$ cat src/rtl/uart_rx_status_pkg.sv
// Package: shared widths and status bit positions of the receive status block.
// Assumes: an 8-bit status register, whose layout is decoded by software.
package uart_rx_status_pkg;
    localparam int STAT_W   = 8;
    localparam int BIT_RDY  = 5;
    localparam int BIT_IDLE = 4;
    localparam int BIT_OVR  = 3;
    localparam int BIT_NSE  = 2;

    typedef struct packed {
        logic idle;
        logic ovr;
        logic noise;
    } sticky_t;
endpackage

$ cat src/rtl/rx_data_hold.sv
// Module: rx_data_hold
// Holds the data register and the data-ready flag. It decides, for each
// completed word, whether the word loads or is an overrun.
// Assumes: word_done and rd_data are single-cycle strobes. A read in the
// same cycle as a word frees the register first.
module rx_data_hold #(
    parameter int DATA_W = 8
) (
    input  logic              clk,
    input  logic              rst_n,
    input  logic              word_done_i,
    input  logic [DATA_W-1:0] word_data_i,
    input  logic              rd_data_i,
    output logic              ready_o,
    output logic [DATA_W-1:0] data_o,
    output logic              load_o,
    output logic              ovr_evt_o
);
    logic              ready_q;
    logic [DATA_W-1:0] data_q;

    // Classify the completed word: load if the register is free (or freed now).
    always_comb begin
        load_o    = word_done_i && (!ready_q || rd_data_i);
        ovr_evt_o = word_done_i && ready_q && !rd_data_i;
    end

    // Data register and ready flag update.
    always_ff @(posedge clk) begin
        if (!rst_n) begin
            ready_q <= 1'b0;
            data_q  <= '0;
        end else begin
            if (load_o) begin
                data_q  <= word_data_i;
                ready_q <= 1'b1;
            end else if (rd_data_i) begin
                ready_q <= 1'b0;
            end
        end
    end

    assign ready_o = ready_q;
    assign data_o  = data_q;

    // an overrun leaves the held byte untouched
    p_keep_data_r4: assert property (@(posedge clk) disable iff (!rst_n)
        (word_done_i && ready_q && !rd_data_i) |=> (data_q == $past(data_q)));

    // a plain data read empties the register
    p_read_clears_r3: assert property (@(posedge clk) disable iff (!rst_n)
        (rd_data_i && !word_done_i) |=> !ready_q);

    // collision of read and new word keeps ready high
    p_collide_ready_r5: assert property (@(posedge clk) disable iff (!rst_n)
        (rd_data_i && word_done_i) |=> (ready_q && data_q == $past(word_data_i)));
endmodule

$ cat src/rtl/rx_sticky_flags.sv
// Module: rx_sticky_flags
// Holds the idle, overrun and noise flags and the two-step clear sequence.
// A status read takes a snapshot of the flags it saw. The next data read
// clears exactly that snapshot. A flag that sets in the same cycle wins over
// the clear. Once idle has set, it is blocked until a new word loads.
// Assumes: all inputs are single-cycle strobes.
module rx_sticky_flags
    import uart_rx_status_pkg::*;
(
    input  logic    clk,
    input  logic    rst_n,
    input  logic    load_i,
    input  logic    noise_i,
    input  logic    ovr_evt_i,
    input  logic    idle_seen_i,
    input  logic    rd_status_i,
    input  logic    rd_data_i,
    output sticky_t flags_o
);
    sticky_t flags_q;
    sticky_t snap_q;
    logic    idle_block_q;
    sticky_t set_v;
    sticky_t clr_v;

    // Set and clear requests for this cycle.
    always_comb begin
        set_v.idle  = idle_seen_i && !idle_block_q;
        set_v.ovr   = ovr_evt_i;
        set_v.noise = load_i && noise_i;
        clr_v       = rd_data_i ? snap_q : '0;
    end

    // Flag registers: set has priority over clear.
    always_ff @(posedge clk) begin
        if (!rst_n) begin
            flags_q <= '0;
        end else begin
            flags_q <= set_v | (flags_q & ~clr_v);
        end
    end

    // Clear snapshot: taken by a status read, consumed by a data read.
    always_ff @(posedge clk) begin
        if (!rst_n) begin
            snap_q <= '0;
        end else if (rd_status_i) begin
            snap_q <= flags_q;
        end else if (rd_data_i) begin
            snap_q <= '0;
        end
    end

    // Idle re-arm: block after idle sets, release on a newly loaded word.
    always_ff @(posedge clk) begin
        if (!rst_n) begin
            idle_block_q <= 1'b0;
        end else if (set_v.idle) begin
            idle_block_q <= 1'b1;
        end else if (load_i) begin
            idle_block_q <= 1'b0;
        end
    end

    assign flags_o = flags_q;

    // while blocked, a clear idle flag stays clear
    p_idle_hold_r6: assert property (@(posedge clk) disable iff (!rst_n)
        (idle_block_q && !flags_q.idle) |=> !flags_q.idle);

    // a data read without an armed snapshot removes no sticky flag
    p_unarmed_keep_r9: assert property (@(posedge clk) disable iff (!rst_n)
        (rd_data_i && snap_q == '0) |=>
            (!$fell(flags_q.idle) && !$fell(flags_q.ovr) && !$fell(flags_q.noise)));

    // an overrun raised during the sequence survives its data read
    p_late_ovr_r10: assert property (@(posedge clk) disable iff (!rst_n)
        (rd_data_i && !snap_q.ovr && flags_q.ovr) |=> flags_q.ovr);
endmodule

$ cat src/rtl/rx_irq_merge.sv
// Module: rx_irq_merge
// Combines the flags with their enables into one level interrupt request.
// Overrun and noise reach the error enable only in multi-buffer mode.
// Assumes: flags come from registers, so the output has no timing loop.
module rx_irq_merge (
    input  logic clk,
    input  logic rst_n,
    input  logic ready_i,
    input  logic idle_i,
    input  logic ovr_i,
    input  logic noise_i,
    input  logic rdy_ie_i,
    input  logic idle_ie_i,
    input  logic err_ie_i,
    input  logic multi_buf_i,
    output logic irq_o
);
    logic main_req;
    logic err_req;

    // Request terms: data path, idle, and multi-buffer error path.
    always_comb begin
        main_req = (rdy_ie_i && (ready_i || ovr_i)) || (idle_ie_i && idle_i);
        err_req  = multi_buf_i && err_ie_i && (ovr_i || noise_i);
        irq_o    = main_req || err_req;
    end

    // outside multi-buffer mode, noise alone never requests
    p_noise_quiet_r12: assert property (@(posedge clk) disable iff (!rst_n)
        (!multi_buf_i && noise_i && !ready_i && !idle_i && !ovr_i) |-> !irq_o);
endmodule

$ cat src/rtl/uart_rx_status.sv
// Module: uart_rx_status (top)
// Receive-side data register, status flags and interrupt request of a UART.
// Assumes: strobes from the sampler, the idle detector and the bus are
// single-cycle and synchronous to clk.
module uart_rx_status
    import uart_rx_status_pkg::*;
#(
    parameter int DATA_W = 8
) (
    input  logic              clk,
    input  logic              rst_n,
    input  logic              word_done,
    input  logic [DATA_W-1:0] word_data,
    input  logic              word_noise,
    input  logic              idle_seen,
    input  logic              rd_status,
    input  logic              rd_data,
    input  logic              rdy_ie,
    input  logic              idle_ie,
    input  logic              err_ie,
    input  logic              multi_buf,
    output logic [DATA_W-1:0] rx_data,
    output logic [STAT_W-1:0] status,
    output logic              irq
);
    logic    ready;
    logic    load;
    logic    ovr_evt;
    sticky_t flags;

    rx_data_hold #(.DATA_W(DATA_W)) u_hold (
        .clk         (clk),
        .rst_n       (rst_n),
        .word_done_i (word_done),
        .word_data_i (word_data),
        .rd_data_i   (rd_data),
        .ready_o     (ready),
        .data_o      (rx_data),
        .load_o      (load),
        .ovr_evt_o   (ovr_evt)
    );

    rx_sticky_flags u_flags (
        .clk         (clk),
        .rst_n       (rst_n),
        .load_i      (load),
        .noise_i     (word_noise),
        .ovr_evt_i   (ovr_evt),
        .idle_seen_i (idle_seen),
        .rd_status_i (rd_status),
        .rd_data_i   (rd_data),
        .flags_o     (flags)
    );

    rx_irq_merge u_irq (
        .clk         (clk),
        .rst_n       (rst_n),
        .ready_i     (ready),
        .idle_i      (flags.idle),
        .ovr_i       (flags.ovr),
        .noise_i     (flags.noise),
        .rdy_ie_i    (rdy_ie),
        .idle_ie_i   (idle_ie),
        .err_ie_i    (err_ie),
        .multi_buf_i (multi_buf),
        .irq_o       (irq)
    );

    // Status register layout.
    always_comb begin
        status           = '0;
        status[BIT_RDY]  = ready;
        status[BIT_IDLE] = flags.idle;
        status[BIT_OVR]  = flags.ovr;
        status[BIT_NSE]  = flags.noise;
    end

    // an enabled ready flag always requests
    p_ready_irq_r11: assert property (@(posedge clk) disable iff (!rst_n)
        (status[BIT_RDY] && rdy_ie) |-> irq);
endmodule

$ cat config.mk
export PLATFORM = sky130hd
export DESIGN_NAME = uart_rx_status
export DESIGN_NICKNAME = d
export VERILOG_FILES = /design/src/rtl/uart_rx_status_pkg.sv /design/src/rtl/rx_data_hold.sv /design/src/rtl/rx_sticky_flags.sv /design/src/rtl/rx_irq_merge.sv /design/src/rtl/uart_rx_status.sv
export SDC_FILE = /design/constraint.sdc
export NUM_CORES = 1
export LEC_CHECK = 0
export ABC_AREA = 1
export BUFFER_PORTS_ARGS = -buffer_cell sky130_fd_sc_hd__buf_4
export CAP_MARGIN = 10
export CORE_AREA = 4 4 52 44
export DETAILED_ROUTE_END_ITERATION = 8
export DIE_AREA = 0 0 56 48
export PLACE_DENSITY = 0.83
export SETUP_SLACK_MARGIN = 0.1
export SLEW_MARGIN = 20
export SYNTH_ARGS = -nofsm -noshare
export SYNTH_HDL_FRONTEND = slang
export SYNTH_SLANG_ARGS = --single-unit
$ cat constraint.sdc
create_clock -name clk -period 1 [get_ports clk]
set_input_delay 0.2 -clock clk [delete_from_list [all_inputs] [get_ports clk]]
set_output_delay 0.2 -clock clk [all_outputs]
set_load 0.01 [all_outputs]
==> metrics.csv, run 1 <==
stage,metric,value,unit
outcome,status,finished with violations,
outcome,failing checks,negative setup slack,
synthesis,top-area cell type share of the netlist area,42.7,%
grt,largest net degree at the start of global routing,12,
grt,total grt overflow,0,
timing,RSZ-0062 raised after global routing,true,
setup_path,required time of the critical path,800,ps
synthesis,Post-Synthesis Cell Area,751,sq um
route,DRT iter0 DRCs,7,
synthesis,post-synth top area cell,dfxtp_1,
pwr,Flop pwr share,47.5,%
setup_path,signal arrival time at the worst endpoint,1010,ps
clocking,CTS tree,done,
placed_design,Final GP Congestion,0.753,
setup_path,most numerous cell on the critical path,buf_6,
clocking,clock latency on the worst-skew pair,290,ps
timing,Max Freq,829,MHz
placed_design,I/O Buffers,31,
route,per-cell routed wire length,11.5,um
setup_path,"slowest stage delay, CP",360,ps
grt,total track usage,13.4,%
final_layout,Fillers,151,
setup_path,WP buf/inv,3,
clocking,clock sink count,16,
pwr,leakage power,0.000529,uW
synthesis,most frequent cells after synthesis,"nand2_1 (23), nor2_1 (17), dfxtp_1 (16)",
placed_design,# placed instances,145,
synthesis,Synth Instances,95,
setup_path,worst-path maximum fanout,3,
synthesis,"FFs w/ async S/R, synth",0,%
timing,Final Hold Fails,0,
synthesis,top-count cell post-synth,nand2_1,
floorplan,Initial Utilization,41.2,%
route,DRC viols,0,
floorplan,Die Y,48,um
pwr,Sw Pwr,404,uW
pwr,sw frac,26.8,%
timing,fin crit period,1210,ps
setup_path,Top delay family on crit path,flip-flops,
synthesis,post-synthesis sequential area ratio,42.7,%
clocking,"buffers from clock root to sink, at most",2,
hold_path,Min-Delay Path Depth,3,
clocking,H-tree depth,1,
floorplan,DIE WIDTH,56,um
setup_path,r2r setup slk,-130,ps
grt,first-pass GRT wire length,2.73,mm
placed_design,Setup WS pre-CTS,26.0,ps
pwr,Comb power frac,23.6,%
placed_design,Post-DP HPWL,1.24,mm
final_layout,P&R area growth vs syn,51.8,%
setup_path,slowest cell on the critical path,dfxtp_4,
route,TritonRoute pass-1 iters,4,
grt,initial antenna violation count,0,
synthesis,Ys Warns,0,
floorplan,total die area,0.00269,sq mm
setup_path,crit start category,flop,
final_layout,n_diodes,0,
synthesis,Main synth FF type,dfxtp_1,
hold_path,hold worst-path end,u_hold.data_o[7],
timing,Final WS setup,-206,ps
timing,Setup Skew,3.79,ps
setup_path,Worst R2R End,u_hold.data_o[7],
synthesis,dominant cells by area after synthesis,"dfxtp_1 (43%), nand2_1 (12%), buf_4 (9.0%), nor2_1 (8.5%), nand3b_1 (8.0%)",
floorplan,# IOs,36,
floorplan,row count,14,
timing,Final Cycle Share,121,%
timing,Setup-failing EPs final,13,
pwr,Clk pwr share,28.9,%
pwr,PD cells,1320,mW/mm^2
timing,max-slew violations,0,
setup_path,worst-path cell chain,buf_4 -> buf_6 -> buf_6,
setup_path,RR Startpoint,u_hold.ready_o,
hold_path,Worst Hold Class,in2reg,
hold_path,worst hold start,rst_n,
final_layout,fin nets,151,
pwr,internal power,1100,uW
pwr,Total Power,1510,uW
synthesis,Yosys reg bits,16,
route,DR vias/cell,4.45,
route,Routed WL,1.78,mm
setup_path,Critical Setup Path Class,reg2out,
clocking,clk slew on worst S/H paths,100,ps
grt,number of global-route vias before repair,635,
route,DRT antenna net count,0,
floorplan,Std-Cell Core Area,0.00182,sq mm
final_layout,layout cell share with drive strength beyond 1,48.9,%
clocking,Root Driver,clkbuf_4,
pwr,maximum vdd drop,862,uV
run,max_cap viols,0,
clocking,cts bufs inserted,3,
synthesis,Post-synth EDFFs,0,
final_layout,Non-Filler Instances,155,
clocking,CTS Hold Bufs,0,
route,routed vias,689,
setup_path,R2R depth,7,
setup_path,Setup crit end kind,output port,
synthesis,syn avg cell area,7.90,sq um
synthesis,Netlist cell types,18,
[routing by layer]
metal,up-vias,wire length [um],GRT usage [%]
li1,359,-,-
met2,14,952,25.9
met3,4,51,2.70
met5,-,0,0
met1,312,742,15.0
met4,0,29,5.69
[flip-flops by register name, indices dropped and copies added (netlist names)]
| register | cells |
|---|---|
| u_flags.flags_o | 3 |
| u_flags.idle_block_q | 1 |
| u_flags.snap_q | 3 |
| u_hold.ready_o | 1 |
| u_hold.data_o | 8 |
[power groups by stage]
| stage | registers, uW | logic, uW | clock network [uW] |
|---|---|---|---|
| 3_5_place_dp | 721 | 283 | 0 |
| 3_3_place_gp | 719 | 278 | 0 |
| 4_1_cts | 714 | 323 | 433 |
| 6_report | 716 | 356 | 436 |
| 2_1_floorplan | 731 | 159 | 0 |
| 5_1_grt | 722 | 389 | 480 |
[cell type report]
class                   count  area (sq um)  area share, %
multi-input cells          67           364           31.9
inverters                   4          20.0           1.76
repair buffers             40           353           31.0
clock buffers               4          36.3           3.18
flip-flops and latches     16           337           29.5
well taps                  24          30.0           2.63
[cell usage in the layout (no fill, tap or decap), drive strengths merged]
| cell | netlist | routed |
|---|---|---|
| o21ai | 1 | 1 |
| buf | 11 | 40 |
| nand2 | 25 | 25 |
| dfxtp | 16 | 16 |
| clkbuf | 0 | 4 |
| inv | 3 | 3 |
| clkinv | 1 | 1 |
| o211ai | 1 | 1 |
| a21oi | 8 | 8 |
| conb | 1 | 4 |
| nand3 | 3 | 3 |
| nand3b | 8 | 8 |
| nor2 | 17 | 17 |
[metrics by stage]
stage | TNS [ps] | utilization, % | hold WS [ps] | cell area [sq um]
global route | -2200 | 62.6 | 161 | 1140
finish | -1430 | 62.6 | 174 | 1140
CTS | -498 | 58.9 | 179 | 1070
global placement | 0 | 52.3 | 448 | 953
detailed placement | 0 | 52.3 | 455 | 953
floorplan | 0 | - | 340 | 762
[worst max path at each step]
| stage | start | to | slack, ps | cells past startpoint |
|---|---|---|---|---|
| final | u_hold.ready_o | status[5] | -210 | 3 |
| after global routing | u_hold.ready_o | irq | -310 | 3 |
| after CTS | u_flags.flags_o[1] | irq | -210 | 3 |
| after detailed placement | u_hold.ready_o | u_hold.data_o[1] | 30 | 5 |
| after global placement | u_hold.ready_o | irq | 60 | 3 |
| after floorplan | u_hold.ready_o | u_hold.data_o[0] | 150 | 5 |
[timing repair]
action                     4_1_cts  5_1_grt
buffers inserted                 3        3
setup endpoints to repair       21       24
pin swaps                        1        2
gates cloned                     0        0
gates resized for setup         25        9
[cells by family (layout without fill, tap and decap cells)]
group / after synthesis / in the layout / share of synthesized area, %
simple gates: 53 / 53 / 34.7
flops: 16 / 16 / 42.7
buf+inv: 15 / 48 / 14.7
compound gates: 10 / 10 / 7.50
other cells: 1 / 4 / 0.500
[tightest hold or removal path, delay by kind of cell]
kind | cells | cell delay [ps]
buf+inv | 1 | 140
simple gates | 2 | 90
No activity file was read; power rests on OpenSTA's default activity.
==> inputs of run 2 (changes only) <==
--- a/config.mk
+++ b/config.mk
@@ -8,9 +8,9 @@
 export ABC_AREA = 1
 export BUFFER_PORTS_ARGS = -buffer_cell sky130_fd_sc_hd__buf_4
 export CAP_MARGIN = 10
-export CORE_AREA = 4 4 52 44
+export CORE_AREA = 2 2 50 42
 export DETAILED_ROUTE_END_ITERATION = 8
-export DIE_AREA = 0 0 56 48
+export DIE_AREA = 0 0 52 44
 export PLACE_DENSITY = 0.83
 export SETUP_SLACK_MARGIN = 0.1
 export SLEW_MARGIN = 20
==> run 2 against run 1 <==
Effect of this change: the flow still finishes with violations (negative setup slack); power down 1.1%; combinational power is 2% lower; cell count did not move; sequential cell count did not move; non-clock buffer count stayed put; sequential power barely moved; fmax is 1.7% lower; first-iteration DRC count is 86% lower; via count increased by 0.44%; sequential share of layout area increased by 0.43 points.
==> metrics.csv, run 2 (synthesis results as in run 1) <==
stage,metric,value,unit,change
route,DRC viols,0,,unchanged
timing,Final Cycle Share,123,%,+2.1 points
pwr,maximum vdd drop,821,uV,-4.8%
timing,Final Hold Fails,0,,unchanged
setup_path,crit start category,flop,,
final_layout,n_diodes,0,,unchanged
final_layout,fin nets,151,,unchanged
setup_path,signal arrival time at the worst endpoint,1030,ps,+20 ps
clocking,cts bufs inserted,3,,unchanged
route,per-cell routed wire length,10.7,um,-6.9%
setup_path,required time of the critical path,800,ps,about the same
route,DR vias/cell,4.46,,+0.44%
grt,largest net degree at the start of global routing,12,,unchanged
route,DRT antenna net count,0,,unchanged
floorplan,Die Y,44,um,-8.3%
clocking,CTS tree,done,,
timing,Final WS setup,-227,ps,-20.8 ps
floorplan,row count,14,,unchanged
placed_design,I/O Buffers,31,,unchanged
outcome,failing checks,negative setup slack,,
placed_design,Setup WS pre-CTS,44.4,ps,+18.4 ps
clocking,"buffers from clock root to sink, at most",2,,unchanged
final_layout,layout cell share with drive strength beyond 1,50.4,%,+1.5 points
timing,Max Freq,815,MHz,-1.7%
grt,number of global-route vias before repair,651,,+2.5%
pwr,leakage power,0.000527,uW,-0.48%
grt,initial antenna violation count,0,,unchanged
timing,Setup-failing EPs final,4,,-9
floorplan,DIE WIDTH,52,um,-7.1%
final_layout,"commonest non-fill, non-tap cell in the layout",buf_4,,
clocking,Root Driver,clkbuf_4,,
timing,RSZ-0062 raised after global routing,true,,
floorplan,# IOs,36,,unchanged
route,routed vias,692,,+0.44%
clocking,clk slew on worst S/H paths,100,ps,about the same
clocking,CTS Hold Bufs,0,,unchanged
route,DRT iter0 DRCs,1,,-6
floorplan,Initial Utilization,41.6,%,+0.40 points
pwr,Total Power,1490,uW,-1.1%
setup_path,Setup crit end kind,output port,,
timing,max-slew violations,0,,unchanged
placed_design,Post-DP HPWL,1.14,mm,-7.8%
clocking,clock sink count,16,,unchanged
placed_design,Final GP Congestion,0.696,,-7.6%
grt,total grt overflow,0,,unchanged
outcome,status,finished with violations,,
hold_path,Worst Hold Class,in2reg,,
setup_path,Critical Setup Path Class,reg2out,,
route,Routed WL,1.65,mm,-6.9%
final_layout,most frequent cells in the layout,"buf_4 (25), nand2_1 (23), buf_6 (15), nor2_1 (13), dfxtp_2 (10)",,
pwr,PD cells,1310,mW/mm^2,-0.80%
run,max_cap viols,0,,unchanged
clocking,H-tree depth,1,,unchanged
timing,Setup Skew,8.31,ps,+4.52 ps
clocking,clock latency on the worst-skew pair,290,ps,about the same
timing,fin crit period,1230,ps,+20.8 ps
setup_path,worst-path maximum fanout,4,,+1
grt,first-pass GRT wire length,2.59,mm,-4.8%
route,TritonRoute pass-1 iters,2,,-2
floorplan,total die area,0.00229,sq mm,-15%
grt,total track usage,15.4,%,+2.0 points
final_layout,P&R area growth vs syn,51.3,%,
floorplan,Std-Cell Core Area,0.00180,sq mm,-0.96%
final_layout,flip-flop count of the largest register after layout,8,,unchanged
[run 2: metrics by stage]
step                hold WS, ps  TNS [ps]  cells  utilization, %  cell area (sq um)
floorplan                   340         0     98               -                762
global placement            452         0    143            52.0                938
detailed placement          465         0    143            52.0                938
CTS                         157      -470    152            60.7               1090
global route                168      -637    155            63.0               1140
finish                      168      -444    155            63.0               1140
[run 2: per-layer routing]
metal | up-vias | GRT usage [%] | part of all wire (%)
met2 | 27 | 26.8 | 50
met1 | 298 | 17.7 | 40
met3 | 3 | 3.45 | 7.9
met5 | - | 0 | 0
met4 | 0 | 7.89 | 1.5
li1 | 364 | - | -
[run 2: worst paths after layout]
path                                    startpoint                  to  depth (start not counted)  slack, ps
worst max-delay path            u_flags.flags_o[1]                 irq                          3       -230
worst min-delay path                    word_noise  u_flags.flags_o[0]                          3        170
worst max register to register      u_hold.ready_o    u_hold.data_o[6]                          6         40
worst min register to register   u_flags.snap_q[1]   u_flags.snap_q[1]                          2        470
[run 2: power by group]
part           total (uW)  leakage [uW]  internal (uW)  switching, uW
sequential            718      0.000137            686           32.8
clock                 424     0.0000210            222            202
combinational         349      0.000369            198            151
total                1490      0.000527           1110            385
[run 2: cell type report]
cell class | count | area (sq um)
fill | 157 | 668
timing repair buffer | 40 | 357
multi-input combinational | 67 | 350
sequential | 16 | 340
clock buffer | 4 | 36.3
tap | 24 | 30.0
inverter | 4 | 22.5
[run 2: what timing repair did]
action,CTS,global route
buffers inserted,5,3
resized for setup,30,7
endpoints found under the setup margin,21,22
pin swaps,2,1
[run 2: critical path: stages (launching register included)]
cell      delay, ps
dfxtp_2         340
o211ai_1        160
nand3_1         100
buf_6           130
==> inputs of run 3 (changes only) <==
==> constraint.sdc (replaced) <==
create_clock -name clk -period 1.3 [get_ports clk]
set_input_delay 0.26 -clock clk [delete_from_list [all_inputs] [get_ports clk]]
set_output_delay 0.26 -clock clk [all_outputs]
set_load 0.01 [all_outputs]
==> run 3 against run 2 <==
Effect of this change: the run still ends with negative setup slack left; register-to-register slack improved by 300 ps; sequential cell count did not move; power fell by 27%; non-clock buffer count fell by 7; combinational power fell by 39%; via count fell by 2.3%; largest cell class is now multi-input gates; worst setup slack improved by 200 ps; core utilization fell by 8.0 points; global-route usage fell by 1.3 points; sequential share of layout area rose by 3.0 points.
==> metrics.csv, run 3 (synthesis results as in run 1) <==
stage,metric,value,unit,change
pwr,maximum vdd drop,591,uV,-28%
setup_path,worst-path cell chain,o211ai_1 -> nand3_1 -> buf_6,,
setup_path,WP buf/inv,1,,unchanged
grt,total track usage,14.1,%,-1.3 points
setup_path,Crit path depth,3,,unchanged
placed_design,"Cell Area, Placed",931,sq um,-0.80%
timing,hold_ws,227,ps,+58.7 ps
route,per-cell routed wire length,9.94,um,-6.7%
placed_design,Final GP Congestion,0.732,,+5.3%
grt,initial antenna violation count,0,,unchanged
timing,Setup Skew,3.97,ps,-4.33 ps
final_layout,P&R area growth vs syn,32.2,%,
route,DRT antenna net count,0,,unchanged
clocking,Root Driver,clkbuf_4,,
pwr,leakage power,0.000477,uW,-9.4%
placed_design,# placed instances,142,,-0.70%
clocking,clk slew on worst S/H paths,90,ps,about the same
grt,total grt overflow,0,,unchanged
floorplan,Die Y,44,um,unchanged
final_layout,most frequent cells in the layout,"buf_4 (32), nand2_1 (23), nor2_1 (17), dfxtp_1 (13), nand3b_1 (8)",,
final_layout,layout cell share with drive strength beyond 1,37.1,%,-13 points
setup_path,Critical Path Source,u_flags.flags_o[0],,
setup_path,r2r setup slk,340,ps,+300 ps
route,DRC viols,0,,unchanged
route,DR vias/cell,4.57,,+2.3%
floorplan,DIE WIDTH,52,um,unchanged
run,max_cap viols,0,,unchanged
setup_path,"slowest stage delay, CP",340,ps,about the same
final_layout,fin nets,144,,-4.6%
route,TritonRoute pass-1 iters,1,,-1
setup_path,required time of the critical path,1040,ps,+240 ps
placed_design,I/O Buffers,31,,unchanged
setup_path,R2R depth,5,,-1
final_layout,flip-flop count of the largest register after layout,8,,unchanged
timing,Final Hold Fails,0,,unchanged
grt,largest net degree at the start of global routing,12,,unchanged
timing,Final WS setup,-25.1,ps,+201 ps
route,routed vias,676,,-2.3%
setup_path,Top delay family on crit path,flip-flops,,
setup_path,worst-path maximum fanout,3,,-1
floorplan,Std-Cell Core Area,0.00180,sq mm,unchanged
hold_path,Worst Hold Class,in2reg,,
grt,first-pass GRT wire length,2.34,mm,-9.8%
timing,RSZ-0062 raised after global routing,true,,
setup_path,Worst R2R End,u_hold.data_o[6],,
clocking,H-tree depth,1,,unchanged
timing,Max Freq,755,MHz,
timing,fin crit period,1330,ps,
grt,number of global-route vias before repair,619,,-4.9%
floorplan,# IOs,36,,unchanged
route,Routed WL,1.47,mm,-11%
placed_design,Setup WS pre-CTS,245,ps,+201 ps
setup_path,CP Capture Point,irq,,
placed_design,Post-DP HPWL,1.14,mm,+0.15%
outcome,failing checks,negative setup slack,,
setup_path,slowest cell on the critical path,dfxtp_2,,
clocking,cts bufs inserted,3,,unchanged
floorplan,row count,14,,unchanged
timing,Setup-failing EPs final,1,,-3
clocking,clock latency on the worst-skew pair,290,ps,about the same
setup_path,RR Startpoint,u_hold.ready_o,,
clocking,CTS tree,done,,
final_layout,n_diodes,0,,unchanged
final_layout,finished layout cell area,992,sq um,-13%
floorplan,Initial Utilization,41.6,%,unchanged
timing,Final Cycle Share,102,%,
timing,max-slew violations,0,,unchanged
setup_path,signal arrival time at the worst endpoint,1070,ps,+40 ps
final_layout,Fillers,170,,+8.3%
final_layout,Non-Filler Instances,148,,-4.5%
clocking,CTS Hold Bufs,0,,unchanged
clocking,"buffers from clock root to sink, at most",2,,unchanged
setup_path,crit start category,flop,,
setup_path,Setup crit end kind,output port,,
floorplan,total die area,0.00229,sq mm,unchanged
clocking,clock sink count,16,,unchanged
outcome,status,finished with violations,,
setup_path,Critical Setup Path Class,reg2out,,
final_layout,"commonest non-fill, non-tap cell in the layout",buf_4,,
route,DRT iter0 DRCs,0,,-1
pwr,PD cells,1090,mW/mm^2,-17%
-- run 3: final cells by class --
class                           instances  area, sq um  area share [%]
Multi-Input combinational cell         67          332            33.4
Inverter                                4         16.3            1.64
Clock buffer                            4         36.3            3.66
Tap cell                               24         30.0            3.03
Sequential cell                        16          327            32.9
Timing Repair Buffer                   33          251            25.3
-- run 3: worst register-to-register path, cell delays in order, from the launching register on --
cell and delay (ps):
dfxtp_4 380, nand2_4 110, nand2_4 90, clkinv_2 110, nor2_1 120, nor2_1 50
-- run 3: where the power goes --
group	switching (uW)	total [uW]	internal [uW]	leakage, uW
sequential	22.1	546	524	0.000134
combinational	99.0	213	114	0.000323
clock	155	325	171	0.0000210
total	276	1080	808	0.000477
-- run 3: routing by layer --
layer / track usage [%] / routed length [um] / vias to the layer above
met5: 0 / 0 / -
met4: 9.47 / 36 / 0
met3: 4.48 / 104 / 5
met2: 25.3 / 736 / 27
met1: 13.8 / 594 / 299
li1: - / - / 345
-- run 3: worst min path at each step --
stage	start	endpoint	slack, ps	cells past startpoint
2_1_floorplan	rd_status	u_flags.snap_q[1]	400	2
3_3_place_gp	u_flags.snap_q[0]	u_flags.snap_q[0]	450	2
3_5_place_dp	u_flags.snap_q[2]	u_flags.snap_q[2]	460	2
4_1_cts	word_noise	u_flags.flags_o[0]	220	3
5_1_grt	word_noise	u_flags.flags_o[0]	220	3
6_report	word_noise	u_flags.flags_o[0]	230	3
-- run 3: what timing repair did --
| action | 4_1_cts | 5_1_grt |
|---|---|---|
| setup buffers | 1 | 1 |
| pin swaps | 1 | 2 |
| endpoints found under the hold margin | 0 | 0 |
| gates resized for setup | 3 | 3 |
| endpoints found under the setup margin | 1 | 1 |
-- run 3: metrics by stage --
stage / utilization (%) / total power, uW / setup TNS, ps
finish: 55.0 / 1080 / -25.1
global route: 55.0 / 1150 / -85.7
CTS: 54.2 / 1090 / -20.7
detailed placement: 51.6 / 763 / 0
global placement: 51.6 / 759 / 0
floorplan: - / 685 / 0
